`src/rtl/cpu_bank_mapper.sv`:
```
module cpu_bank_mapper #(
  parameter logic [7:0] PORT_HI_SET   = 8'h68,
  parameter logic [7:0] PORT_HI_CLR_A = 8'h70,
  parameter logic [7:0] PORT_HI_CLR_B = 8'h78,
  parameter logic [7:0] PORT_RO_SET   = 8'hE0,
  parameter logic [7:0] PORT_RO_CLR   = 8'hF0,
  parameter int ROM_AW = 12
) (
  input  logic              clk,
  input  logic              rst_n,
  input  logic [15:0]       addr,
  input  logic              mem_req,
  input  logic              rd,
  input  logic              wr,
  input  logic              io_req,
  input  logic [7:0]        io_addr,
  output logic              rom_sel,
  output logic              ram_sel,
  output logic              ram_we,
  output logic [16:0]       ram_addr,
  output logic [ROM_AW-1:0] rom_addr
);

  logic hi_q, ro_q;
  logic io_wr;

  assign io_wr = io_req & wr;

  always_ff @(posedge clk or negedge rst_n) begin
    if (!rst_n) begin
      hi_q <= 1'b0;
      ro_q <= 1'b0;
    end else if (io_wr) begin
      if (io_addr == PORT_HI_SET) hi_q <= 1'b1;
      else if (io_addr == PORT_HI_CLR_A || io_addr == PORT_HI_CLR_B) hi_q <= 1'b0;
      if (io_addr == PORT_RO_SET) ro_q <= 1'b1;
      else if (io_addr == PORT_RO_CLR) ro_q <= 1'b0;
    end
  end

  logic win_low, win_top, is_read, bank;

  assign win_low = (addr[15:14] == 2'b00);
  assign win_top = (addr[15:13] == 3'b111);
  assign is_read = rd & ~wr;

  always_comb begin
    if (win_top) bank = hi_q & ~ro_q;
    else         bank = hi_q;
  end

  assign rom_sel  = mem_req & is_read & win_low & ~ro_q;
  assign ram_sel  = mem_req & (rd | wr) & ~rom_sel;
  assign ram_we   = mem_req & wr;
  assign ram_addr = {bank, addr};
  assign rom_addr = addr[ROM_AW-1:0];

endmodule

```
`config.mk`:
```
export PLATFORM = sky130hd
export DESIGN_NAME = cpu_bank_mapper
export DESIGN_NICKNAME = d
export VERILOG_FILES = /design/src/rtl/cpu_bank_mapper.sv
export SDC_FILE = /design/constraint.sdc
export NUM_CORES = 1
export LEC_CHECK = 0
export ABC_AREA = 1
export BUFFER_PORTS_ARGS = -buffer_cell sky130_fd_sc_hd__clkbuf_2
export CAP_MARGIN = 20
export CORE_MARGIN = 2
export CORE_UTILIZATION = 29
export CTS_BUF_LIST = sky130_fd_sc_hd__clkbuf_8
export DETAILED_ROUTE_END_ITERATION = 7
export PLACE_DENSITY = 0.74
export SLEW_MARGIN = 30
export SYNTH_ARGS = -nofsm -noshare
export SYNTH_HDL_FRONTEND = slang
export SYNTH_SLANG_ARGS = --single-unit
export TNS_END_PERCENT = 30
```
`constraint.sdc`:
```
create_clock -name clk -period 0.8 [get_ports clk]
set_clock_uncertainty 0.15 [all_clocks]
set_input_delay 0.12 -clock clk [delete_from_list [all_inputs] [get_ports clk]]
set_output_delay 0.12 -clock clk [all_outputs]
set_load 0.01 [all_outputs]
```
==> metrics <==
outcome=complete, but fails checks; failing checks=setup timing; mapped cell area=467 sq um; cells on worst reg2reg path=3; Tcrit/Tclk final=162%; Period minus WS final=1290 ps; Max Root-Sink Buffers=2; ys async rst share=100%; DRC viols=0; HPWL Detailed=659 um; DIE HEIGHT=44.1 um; Synth top area share=46.6%; Ports=62; Fin. Hold Viols=0; Post-synth EDFFs=0; via/cell ratio=3.92; wirelength, routed=731 um; syn avg cell area=6.39 sq um; sequential share of power=16.7%; 1st-iter DRT viols=7; VDD IR max=0.000289 V; Wirelength per Cell=8.03 um; worst-path maximum fanout=3; Syn Inst Count=73; Worst EP required=530 ps; Die X=44.1 um; Setup crit end=ram_sel; Core Area=1510 sq um; Placement Setup Slack=-288 ps; Clk pwr share=59.0%; clk root buf=clkbuf_8; Yosys reg bits=2; Combinational Power Share=24.3%; top-count cell post-synth=buf_4; Slew Viols, Final=0; Critical R2R Launch=ro_q$_DFFE_PN0P_; Setup violations, final=5; max frequency=0.773 GHz; largest net degree at the start of global routing=5; CTS buffer count=3; Int Power=504 uW; hold crit path type=input port to flip-flop; clk slew on worst S/H paths=30 ps; Die ar.=1950 sq um; Least-Margin Pin Slew=175 ps; first-pass GRT wire length=1190 um; Leakage Power=0.000312 uW; HP Start=io_addr[5]; FF-to-FF setup slack=-60 ps; row count=14; antenna-violating nets left=0; most frequent cells after synthesis=29 x buf_4, 12 x nand2_1, 8 x inv_1, 6 x nor2_1, 4 x inv_2; critical path class=flip-flop to primary output; Synth area leader=buf_4; Ys Warns=0; Startpoint Class=flip-flop; drt first pass iters=4; Sw Pwr=156 uW; WP data arrival=1020 ps; Slew HR=88.3%; Layout area overhead=2.41%; routability cong.=0.722; # diodes=0; Seq/Total Area, Yosys=10.7%; GRT overflow=0; starting density of the core=31.0%; FILL cells=175; worst setup margin=-494 ps; total negative slack=-1440 ps; CTS tree=built; CTS sink count=2; via count=357; share of cells above drive strength 1=56.0%; nets=107; pwr/cell area=1380 nW/um^2; syn_nets=103; antenna violations before repair=0; Tot GR Track Use=8.56%; RSZ-0062 raised after global routing=true; Distinct cells, synth=13; worst r2r dst=ro_q$_DFFE_PN0P_; htree depth=1; Top FF cell, synth=dfrtp_1; vias in the first global route=339; Net Sw Frac=23.7%; dominant cells by area after synthesis=buf_4 47%, dfrtp_1 11%, nand2_1 9.7%, inv_1 6.4%, nor2_1 4.8%; crit path capture type=primary output; Skew-Pair Late Insertion Delay=210 ps; Setup crit start=ro_q$_DFFE_PN0P_; Port Buffers=23; Max Cap Violations=0
worst min-delay path by stage:
stage                     cells after the start  slack, ps                to
after detailed placement                      1       -240  hi_q$_DFFE_PN0P_
after global placement                        1       -240  hi_q$_DFFE_PN0P_
after floorplan                               0       -330  hi_q$_DFFE_PN0P_
after global routing                          3         60  ro_q$_DFFE_PN0P_
final                                         3         40  ro_q$_DFFE_PN0P_
after CTS                                     3         40  ro_q$_DFFE_PN0P_
cells by family after synthesis:
kind of cell,after synthesis,share of synthesized area [%]
buffers and inverters,41,56.3
and+or+nand+nor,28,30.0
AOI/OAI and AO/OA,2,2.95
DFF,2,10.7
power groups by stage:
stage	clock network [uW]	registers (uW)	logic [uW]
global route	414	111	182
finish	389	110	161
global placement	0	111	149
floorplan	0	110	209
detailed placement	0	111	154
CTS	405	110	160
layout by cell type, fill, tap and decap left out, drive strengths merged:
cell type / instances
clkbuf: 24
nand2: 14
inv: 12
nor2: 10
buf: 6
nand3: 3
dfrtp: 2
o21ai: 1
a41oi: 1
nand4: 1
dlygate4sd3: 1
flip-flops by register name (all words and copies together), names as in the netlist:
signal and flops:
hi_q 1, ro_q 1
routing by layer:
metal | GRT usage [%] | share of wire [%] | up-vias
li1 | - | - | 193
met1 | 7.14 | 36 | 144
met2 | 15.3 | 50 | 20
met3 | 2.86 | 14 | 0
met4 | 8.48 | 0 | 0
met5 | 0 | 0 | -
critical path, stage by stage, from the launching register on:
cell,delay (ps)
dfrtp_1,380
nor2_1,100
nand2_1,70
o21ai_1,110
inv_1,50
clkbuf_2,120
final cells by class:
class                   count  area [sq um]  area share, %
inverters                  12          45.0           9.42
clock buffers               3          41.3           8.64
repair buffers             28           163           34.0
well taps                  16          20.0           4.19
flip-flops and latches      2          50.0           10.5
multi-input cells          30           159           33.2
through the flow:
stage	cell area [sq um]	utilization (%)	instances	hold WS, ps	total power (uW)
3_5_place_dp	414	27.5	87	-240	265
2_1_floorplan	467	-	73	-326	319
3_3_place_gp	414	27.5	87	-243	260
6_report	478	31.7	91	37.9	660
5_1_grt	478	31.7	91	64.6	707
4_1_cts	469	31.1	91	36.9	675
repair_timing:
action                                  4_1_cts  5_1_grt
endpoints found under the hold margin         2        0
buffers inserted                              0        0
hold buffers                                  1        0
resized for setup                             1        5
pin swaps                                     2        0
endpoints found under the setup margin        6        6
No activity file was read; power rests on OpenSTA's default activity.
